## src/rtl/ds3_oh_pkg.sv

```systemverilog
package ds3_oh_pkg;

    // M-frame layout
    localparam int SUBF_N = 7;
    localparam int BLK_N  = 8;
    localparam int PAY_N  = 84;
    localparam int SLOT_N = PAY_N + 1;
    localparam int FRAME_N = SUBF_N * BLK_N * SLOT_N;

    localparam int SUBF_W = $clog2(SUBF_N);
    localparam int BLK_W  = $clog2(BLK_N);
    localparam int SLOT_W = $clog2(SLOT_N);

    // Subframe ranges for the block-0 overhead slot
    localparam int X_LAST_SUBF = 1;
    localparam int P_LAST_SUBF = 3;
    localparam int M_ONE_SUBF  = 5;
    localparam int PAR_C_SUBF  = 2;
    localparam int PASS_C_SUBF = 3;

    typedef enum logic [2:0] {
        K_PAY = 3'd0,
        K_X   = 3'd1,
        K_P   = 3'd2,
        K_M   = 3'd3,
        K_F   = 3'd4,
        K_C   = 3'd5
    } slot_kind_e;

    typedef struct packed {
        logic [SUBF_W-1:0] subf;
        logic [BLK_W-1:0]  blk;
        logic [SLOT_W-1:0] bitc;
    } frame_pos_t;

    typedef struct packed {
        logic alarm;
        logic cpar;
        logic cext;
        logic oext;
    } tx_cfg_t;

    function automatic slot_kind_e classify(frame_pos_t p);
        if (p.bitc != '0)
            return K_PAY;
        if (p.blk == '0) begin
            if (p.subf <= SUBF_W'(X_LAST_SUBF)) return K_X;
            if (p.subf <= SUBF_W'(P_LAST_SUBF)) return K_P;
            return K_M;
        end
        if (p.blk[0])
            return K_F;
        return K_C;
    endfunction

    // F1..F4 sit in blocks 1,3,5,7 and carry 1,0,0,1
    function automatic logic f_value(logic [BLK_W-1:0] blk);
        return (blk == BLK_W'(1)) || (blk == BLK_W'(BLK_N - 1));
    endfunction

    // M bits in subframes 4,5,6 carry 0,1,0
    function automatic logic m_value(logic [SUBF_W-1:0] subf);
        return subf == SUBF_W'(M_ONE_SUBF);
    endfunction

    function automatic logic pass_c_subf(logic [SUBF_W-1:0] subf);
        return (subf == SUBF_W'(PAR_C_SUBF)) || (subf == SUBF_W'(PASS_C_SUBF));
    endfunction

endpackage

```

## src/rtl/ds3_oh_position.sv

```systemverilog
module ds3_oh_position
    import ds3_oh_pkg::*;
(
    input  logic       clk,
    input  logic       rst,
    input  logic       adv,
    output frame_pos_t pos,
    output logic       frame_last
);

    logic slot_last;
    logic blk_last;
    logic subf_last;

    assign slot_last  = pos.bitc == SLOT_W'(SLOT_N - 1);
    assign blk_last   = pos.blk  == BLK_W'(BLK_N - 1);
    assign subf_last  = pos.subf == SUBF_W'(SUBF_N - 1);
    assign frame_last = slot_last && blk_last && subf_last;

    always_ff @(posedge clk) begin
        if (rst) begin
            pos <= '0;
        end else if (adv) begin
            if (!slot_last) begin
                pos.bitc <= pos.bitc + SLOT_W'(1);
            end else begin
                pos.bitc <= '0;
                if (!blk_last) begin
                    pos.blk <= pos.blk + BLK_W'(1);
                end else begin
                    pos.blk <= '0;
                    if (!subf_last)
                        pos.subf <= pos.subf + SUBF_W'(1);
                    else
                        pos.subf <= '0;
                end
            end
        end
    end


    pos_range_chk: assert property (@(posedge clk) disable iff (rst)
        (pos.bitc < SLOT_W'(SLOT_N)) && (pos.subf < SUBF_W'(SUBF_N)));


    frame_wrap_chk: assert property (@(posedge clk) disable iff (rst)
        (adv && frame_last) |=> (pos == '0));


    pos_hold_chk: assert property (@(posedge clk) disable iff (rst)
        !adv |=> $stable(pos));

endmodule

```

## src/rtl/ds3_oh_parity.sv

```systemverilog
module ds3_oh_parity (
    input  logic clk,
    input  logic rst,
    input  logic take,
    input  logic dbit,
    input  logic close,
    output logic par_prev
);

    logic acc;

    always_ff @(posedge clk) begin
        if (rst) begin
            acc      <= 1'b0;
            par_prev <= 1'b0;
        end else if (close) begin
            par_prev <= acc ^ (take & dbit);
            acc      <= 1'b0;
        end else if (take) begin
            acc <= acc ^ dbit;
        end
    end


    par_hold_chk: assert property (@(posedge clk) disable iff (rst)
        !close |=> $stable(par_prev));

endmodule

```

## src/rtl/ds3_oh_select.sv

```systemverilog
module ds3_oh_select
    import ds3_oh_pkg::*;
(
    input  frame_pos_t pos,
    input  tx_cfg_t    cfg,
    input  logic       par_prev,
    input  logic       pay_in,
    input  logic       cbit_in,
    output logic       tx_bit,
    output logic       pay_req,
    output logic       cbit_req,
    output logic       pay_slot
);

    slot_kind_e kind;
    logic       oh_bit;

    always_comb begin
        kind     = classify(pos);
        pay_req  = 1'b0;
        cbit_req = 1'b0;
        oh_bit   = 1'b0;
        unique case (kind)
            K_PAY: pay_req = 1'b1;
            K_X: begin
                oh_bit  = ~cfg.alarm;
                pay_req = cfg.oext;
            end
            K_P: begin
                oh_bit  = par_prev;
                pay_req = cfg.oext;
            end
            K_M: begin
                oh_bit  = m_value(pos.subf);
                pay_req = cfg.oext;
            end
            K_F: begin
                oh_bit  = f_value(pos.blk);
                pay_req = cfg.oext;
            end
            K_C: begin
                if (cfg.cpar) begin
                    if (cfg.cext && pass_c_subf(pos.subf))
                        cbit_req = 1'b1;
                    else if (pos.subf == SUBF_W'(PAR_C_SUBF))
                        oh_bit = par_prev;
                    else
                        oh_bit = 1'b1;
                end else if (cfg.cext) begin
                    cbit_req = 1'b1;
                end else begin
                    pay_req = 1'b1;
                end
            end
            default: oh_bit = 1'b0;
        endcase

        if (pay_req)
            tx_bit = pay_in;
        else if (cbit_req)
            tx_bit = cbit_in;
        else
            tx_bit = oh_bit;
    end

    assign pay_slot = (kind == K_PAY);

endmodule

```

## src/rtl/ds3_oh_tx.sv

```systemverilog
module ds3_oh_tx
    import ds3_oh_pkg::*;
(
    input  logic clk,
    input  logic rst,
    input  logic bit_en,
    input  logic pay_in,
    input  logic cbit_in,
    input  logic x_alarm,
    input  logic cpar_mode,
    input  logic cbit_ext,
    input  logic ovh_ext,
    output logic line_out,
    output logic pay_req,
    output logic cbit_req
);

    tx_cfg_t    cfg;
    frame_pos_t pos;
    logic       frame_last;
    logic       par_prev;
    logic       tx_bit;
    logic       pay_slot;
    slot_kind_e kind_mon;

    always_comb begin
        cfg.alarm = x_alarm;
        cfg.cpar  = cpar_mode;
        cfg.cext  = cbit_ext;
        cfg.oext  = ovh_ext;
    end

    ds3_oh_position u_pos (
        .clk        (clk),
        .rst        (rst),
        .adv        (bit_en),
        .pos        (pos),
        .frame_last (frame_last)
    );

    ds3_oh_parity u_par (
        .clk      (clk),
        .rst      (rst),
        .take     (bit_en && pay_slot),
        .dbit     (pay_in),
        .close    (bit_en && frame_last),
        .par_prev (par_prev)
    );

    ds3_oh_select u_sel (
        .pos      (pos),
        .cfg      (cfg),
        .par_prev (par_prev),
        .pay_in   (pay_in),
        .cbit_in  (cbit_in),
        .tx_bit   (tx_bit),
        .pay_req  (pay_req),
        .cbit_req (cbit_req),
        .pay_slot (pay_slot)
    );

    always_ff @(posedge clk) begin
        if (rst)
            line_out <= 1'b0;
        else if (bit_en)
            line_out <= tx_bit;
    end

    assign kind_mon = classify(pos);


    line_hold_chk: assert property (@(posedge clk) disable iff (rst)
        !bit_en |=> $stable(line_out));


    x_alarm_chk: assert property (@(posedge clk) disable iff (rst)
        (bit_en && kind_mon == K_X && x_alarm && !ovh_ext) |=> !line_out);


    p_slot_chk: assert property (@(posedge clk) disable iff (rst)
        (bit_en && kind_mon == K_P && !ovh_ext) |=> (line_out == $past(par_prev)));


    cbit_scope_chk: assert property (@(posedge clk) disable iff (rst)
        (cbit_req && cpar_mode) |-> (kind_mon == K_C && pass_c_subf(pos.subf)));


    ovh_req_chk: assert property (@(posedge clk) disable iff (rst)
        (ovh_ext && kind_mon != K_C) |-> (pay_req && !cbit_req));

endmodule

```

## config.mk

```make
export PLATFORM = sky130hd
export DESIGN_NAME = ds3_oh_tx
export DESIGN_NICKNAME = d
export VERILOG_FILES = /design/src/rtl/ds3_oh_pkg.sv /design/src/rtl/ds3_oh_position.sv /design/src/rtl/ds3_oh_parity.sv /design/src/rtl/ds3_oh_select.sv /design/src/rtl/ds3_oh_tx.sv
export SDC_FILE = /design/constraint.sdc
export NUM_CORES = 1
export LEC_CHECK = 0
export ABC_AREA = 1
export BUFFER_PORTS_ARGS = -buffer_cell sky130_fd_sc_hd__clkbuf_2
export CAP_MARGIN = 15
export CORE_MARGIN = 3
export CORE_UTILIZATION = 51
export CTS_CLUSTER_SIZE = 40
export DETAILED_ROUTE_END_ITERATION = 6
export PLACE_DENSITY = 0.74
export SYNTH_ARGS = -nofsm -noshare
export SYNTH_HDL_FRONTEND = slang
export SYNTH_SLANG_ARGS = --single-unit
```

## constraint.sdc

```tcl
create_clock -name clk -period 1.4 [get_ports clk]
set_input_delay 0.21 -clock clk [delete_from_list [all_inputs] [get_ports clk]]
set_output_delay 0.21 -clock clk [all_outputs]
set_load 0.02 [all_outputs]
```

# After elaboration in Yosys (flattened, before gate mapping)
# Index checks and enable logic that the tools add are counted.
dict set report classes {
  bitwise 4
  div 0
  n_mux 39
  n_mul 0
  n_lt_le_gt_ge 2
  shift 0
  addsub 3
  eq_ne 12
  reduce_logical 14
}
# cell n
set ops {}
lappend ops {{2-to-1 mux 3 bit} 12}
lappend ops {{2-to-1 mux 1 bit} 24}
lappend ops {{equality test 3 bit, second input constant} 5}
lappend ops {{equality test 3 x 2 -> 1 bit, second input constant} 4}
lappend ops {{adder 7 x 1 -> 7 bit, second input constant} 1}
lappend ops {{equality test 7 bit, second input constant} 1}
lappend ops {{2-to-1 mux 7 bit} 1}
lappend ops {{nonzero test 7 bit} 1}
lappend ops {{adder 3 x 1 -> 3 bit, second input constant} 2}
lappend ops {{equality test 3 x 1 -> 1 bit, second input constant} 2}
lappend ops {{zero test 3 bit} 2}
lappend ops {{logical AND 1 bit} 5}
lappend ops {{one-hot mux 1 bit (5 select lines)} 1}
lappend ops {{OR reduction 4 bit} 1}
lappend ops {{less-or-equal comparator 3 x 1 -> 1 bit, second input constant} 1}
lappend ops {{less-or-equal comparator 3 x 2 -> 1 bit, second input constant} 1}
lappend ops {{one-hot mux 1 bit (3 select lines)} 1}
lappend ops {{AND reduction 3 bit} 1}
lappend ops {{logical OR 1 bit} 2}
lappend ops {{AND reduction 2 bit} 1}
lappend ops {{OR reduction 2 bit} 1}
lappend ops {{bitwise XOR 1 bit} 2}
lappend ops {{AND 1 bit} 1}
lappend ops {{inverter 1 bit} 1}
dict set report word_totals {
  memories 0
  input_bits 9
  latch_bits 0
  wordCells 80
  ff_bits 16
  out_inout_bits 3
  romBits 0
  ram_bits 0
}

# Depth between registers and ports, before layout
dict set report depth {
  ltp_word 18
  ltp_mapped 12
  mapped_depth_nobuf 12
}

# By module
# From an unflattened synthesis, not the netlist that was laid out.
dict set report hier_totals {
  hier_cells 188
  area_unflattened_um2 1178.6
}
# mod seq_area_each_um2 area_each_um2 cells_per_inst n_inst
set modules_own_cells {}
lappend modules_own_cells {ds3_oh_position 260.2 676.9 95 1}
lappend modules_own_cells {ds3_oh_select 0.0 351.6 67 1}
lappend modules_own_cells {ds3_oh_parity 40.0 92.6 15 1}
lappend modules_own_cells {ds3_oh_tx 20.0 57.6 11 1}

# Worst setup path before layout
# No wires, ideal clock.
dict set report synth_path {
  kind {reg2reg}
  from {register u_pos.pos[7] (netlist name)}
  to {register line_out}
  setup_ps 116
  setup_slack_ps -63
  path_buffers 0
  synth_period_minus_slack_ps 1463
  stages_incl_launch_ff 12
  arrival_time_ps 1348
  t_required_ps 1284
  cell_sequence {dfxtp_1 inv_1 ha_1 nand2_2 nand2_1 inv_1 a21oi_2 nand2_2 nor2_1 nand3_1 nand2_1 a21oi_1}
}
dict set report synth_via {
  elab_chain_len 10
  word_cells_on_any_way 26
  cone_classes {eq/ne (7); mux (15); reduce/logical (4)}
}
# item line
set synth_rtl {}
lappend synth_rtl {{zero test 3 bit or 2-to-1 mux 1 bit (tied branches)} {ds3_oh_pkg.sv:46, ds3_oh_pkg.sv:51}}
lappend synth_rtl {{2-to-1 mux 3 bit or 2-to-1 mux 1 bit (tied branches)} {ds3_oh_pkg.sv:46, ds3_oh_pkg.sv:51}}
lappend synth_rtl {{2-to-1 mux 3 bit or 2-to-1 mux 1 bit (tied branches)} {ds3_oh_pkg.sv:51, ds3_oh_pkg.sv:46}}
lappend synth_rtl {{2-to-1 mux 3 bit} ds3_oh_pkg.sv:53} ;# return K_C;
lappend synth_rtl {{2-to-1 mux 3 bit (*)} ds3_oh_pkg.sv:51} ;# if (p.blk[0])
lappend synth_rtl {{2-to-1 mux 3 bit (*)} ds3_oh_pkg.sv:46} ;# if (p.blk == '0) begin
lappend synth_rtl {{equality test 3 x 1 -> 1 bit (tied with other cells)} ds3_oh_select.sv:23} ;# unique case (kind)
lappend synth_rtl {{OR reduction 4 bit (no line)} n/a}
lappend synth_rtl {{one-hot mux 1 bit (3 select lines) (*)} ds3_oh_select.sv:23}
lappend synth_rtl {{via pay_req} ds3_oh_tx.sv:14} ;# output logic pay_req,
lappend synth_rtl {{2-to-1 mux 1 bit (*)} ds3_oh_select.sv:58} ;# if (pay_req)
lappend synth_rtl {{to (signal assigned)} ds3_oh_tx.sv:66} ;# line_out <= tx_bit;
lappend synth_rtl {{to (decl)} ds3_oh_tx.sv:13} ;# output logic line_out,
# The timed path passes the listed nets; every way through them passes the cells marked *. The select of a mux whose other input is x is not followed.
# A chain may end at the register's enable or synchronous reset.

# Worst setup path after layout
dict set report layout_path {
  from {register u_pos.pos[1] (netlist name)}
  to {output pay_req}
}
dict set report layout_via {
  elab_chain_len 6
  word_cells_on_any_way 11
  cone_classes {eq/ne (5); mux (3); reduce/logical (3)}
}
# item line
set layout_rtl {}
lappend layout_rtl {{nonzero test 7 bit (*)} n/a}
lappend layout_rtl {{2-to-1 mux 1 bit (*)} n/a}
lappend layout_rtl {{2-to-1 mux 3 bit (*)} ds3_oh_pkg.sv:46}
lappend layout_rtl {{equality test 3 x 1 -> 1 bit (tied with other cells)} ds3_oh_select.sv:23}
lappend layout_rtl {{OR reduction 4 bit (no line)} n/a}
lappend layout_rtl {{one-hot mux 1 bit (3 select lines) (*)} ds3_oh_select.sv:23}
lappend layout_rtl {{to (decl)} ds3_oh_tx.sv:14}
# Every way passes the cells marked *; elsewhere a longest branch is shown, timed or not.

==> results.cfg <==
[routing]
drcViolationCount = 0
drtAntennaViolNets = 0
vias = 1055
firstDrtPassIters = 5
routed_wl_mm = 2.55
wl_per_cell_um = 12.3
viasPerCell = 5.07
drt_first_iter_violations = 12

[timing]
setup_violations = 5
clock_skew_ps = 10.7
rsz0062_at_grt = yes
final.setup.worst_slack_ps = -285
slew_viol_final = 0
period_share_pct = 120
max_freq_ghz = 0.594
holdWs_ps = 199
fin_crit_ps = 1680
worst_slew_pin_slew_ps = 237
hold_viol = 0
slew_headroom_pct = 84.2

[synthesis]
netlist_instances = 150
synth_nets = 166
ys_top_cells_by_area = dfxtp_1 30%, nand2_1 10%, ha_1 8.2%
ys_seq_area_share_pct = 30.0
synthesis.area_mm2 = 0.00107
synth.avg_cell_area_um2 = 7.11
yosys_warnings = 0
yosys.cell_types.count = 27
yosysTopAreaCell = dfxtp_1
synthArstFlopShare_pct = 0
synth_top_area_share_pct = 30.0
ys.flop_type = dfxtp_1
synth_seq_cells = 16
synth-edff-count = 0

[floorplan]
die_area_mm2 = 0.00267
fp.dieH_um = 51.7
die_x_um = 51.7
ios = 12
coreArea_mm2 = 0.00184
rows = 15
start_util_pct = 58.0

[setup_path]
startpoint_type = flip-flop
crit_chain = inv_2 -> ha_4 -> inv_2 -> nor2_4 -> nand3_4 -> a21oi_2 -> nand2_1 -> nand2_2 -> buf_8
path_buf_inv = 3
crit_family = simple AND/OR/NAND/NOR gates
critPathCaptureType = primary output
cp_max_fo = 5
crit_required_ps = 1190
worstPathArrival_ps = 1470
crit_path_max_incr_delay_ps = 330
crit_path_top_delay_cell = dfxtp_2
criticalPathCategory = reg2out
path_common_cell = inv_2

[status]
outcome = finished, violations left
violations = setup timing

[clock_tree]
clock_sinks = 16
clkSlewWorstSetupHoldPaths_ps = 90
cts_max_path_buffers = 2
cts_made_buffers = 3
insertion_delay_ps = 300
htree_levels = 1
clockRootBuffer = clkbuf_4
cts_tree = yes
cts_hold_buf = 0

[placed_design]
dp_slack_ps = -90.2
dp_hpwl_mm = 1.83
io_buffers = 11
gp_congestion = 0.858

[global_routing]
grt_max_degree = 10
antenna_found_initial = 0
grt_pass1_wl_mm = 4.08
grt-ovfl-total = 0
grt_pass1_vias = 970
grt_util_all_layers_pct = 20.6

[final_layout]
n_antenna_cell = 0
drive_above_1_share_pct = 47.5
fill_cells = 130
nets = 200
area.growth.synth_to_final_pct = 39.0

[min_path]
hold_path_class = in2reg

[power]
ir_drop_mv = 0.502
p_leak_uw = 0.000685
cellPowerDensity_mw_per_mm2 = 671

[run]
drv_cap = 0
state kept, by name (all words and copies together) (netlist names):
name / count
u_pos.pos: 13
line_out: 1
u_par.acc: 1
u_par.par_prev: 1
placed cells by master, fill, tap and decap left out, drive strengths merged:
cell type / n
a211oi: 4
a21boi: 1
a21oi: 11
a31oi: 1
buf: 19
clkbuf: 14
dfxtp: 16
ha: 7
inv: 26
nand2: 32
nand3: 12
nand4: 1
nor2: 24
nor3: 6
nor3b: 1
o21ai: 5
xor2: 3
per-layer routing:
layer	GRT usage [%]	vias up	wire [um]	share of wire, %
met4	10.0	0	50	2.0
met2	33.1	24	1190	47
li1	-	549	-	-
met1	26.1	475	1200	47
met3	4.30	7	114	4.5
met5	0	-	0	0
per-stage QoR:
| step | TNS (ps) | cells | cell area (um2) | util [%] | total power, uW |
|---|---|---|---|---|---|
| 6_report | -786 | 208 | 1480 | 80.5 | 994 |
| 5_1_grt | -1540 | 208 | 1480 | 80.5 | 1030 |
| 4_1_cts | -764 | 205 | 1370 | 74.4 | 973 |
| 3_5_place_dp | -534 | 198 | 1260 | 68.6 | 634 |
| 3_3_place_gp | -330 | 198 | 1260 | 68.6 | 628 |
| 2_1_floorplan | -17.9 | 150 | 1080 | - | 575 |
repair_timing:
| action | CTS | global route |
|---|---|---|
| buffers inserted | 3 | 3 |
| pin swaps | 7 | 7 |
| gates resized for setup | 14 | 28 |
| cloned | 0 | 0 |
| endpoints found under the setup margin | 11 | 12 |
worst paths after layout:
kind / startpoint / to / slack [ps] / depth (start not counted)
max: u_pos.pos[1] / pay_req / -280 / 9
min: rst / line_out / 200 / 2
min reg2reg: line_out / line_out / 480 / 2
max reg2reg: u_pos.pos[1] / line_out / -230 / 13
worst register-to-register path, stage by stage (launching register included):
cell	delay, ps
dfxtp_2	330
inv_2	80
ha_4	140
inv_2	40
nor2_4	90
nand3_4	110
a21oi_2	140
nand2_2	80
buf_4	140
buf_6	110
nor2_2	70
nand3_1	60
nand2_1	80
a21oi_2	50
final cells by class:
type	instances	area [um2]	area share, %
timing repair buffer	29	216	14.6
inverter	26	97.6	6.59
sequential	16	328	22.1
multi-input combinational	108	772	52.1
clock buffer	4	36.3	2.45
tap	25	31.3	2.11
cell families after synthesis:
kind of cell | count (synthesis) | synth area share, %
DFF | 16 | 30.0
xor gates and xnor gates | 3 | 2.47
buffers and inverters | 26 | 9.16
and+or+nand+nor | 76 | 37.7
AOI/OAI and AO/OA | 22 | 12.4
adders and majority gates | 7 | 8.22
cells in the mapped netlist (all sizes together) (3+ instances only):
cell type and n:
nor3 6, dfxtp 16, o21ai 5, inv 26
ha 7, nand3 12, a21oi 11, a211oi 4
nor2 24, nand2 32, xor2 3
where the power goes:
group	switching, uW	total (uW)	internal (uW)
clock network	156	314	159
logic	110	208	97.1
registers	5.84	472	466
Note: power is estimated with default switching activity, not from simulation.
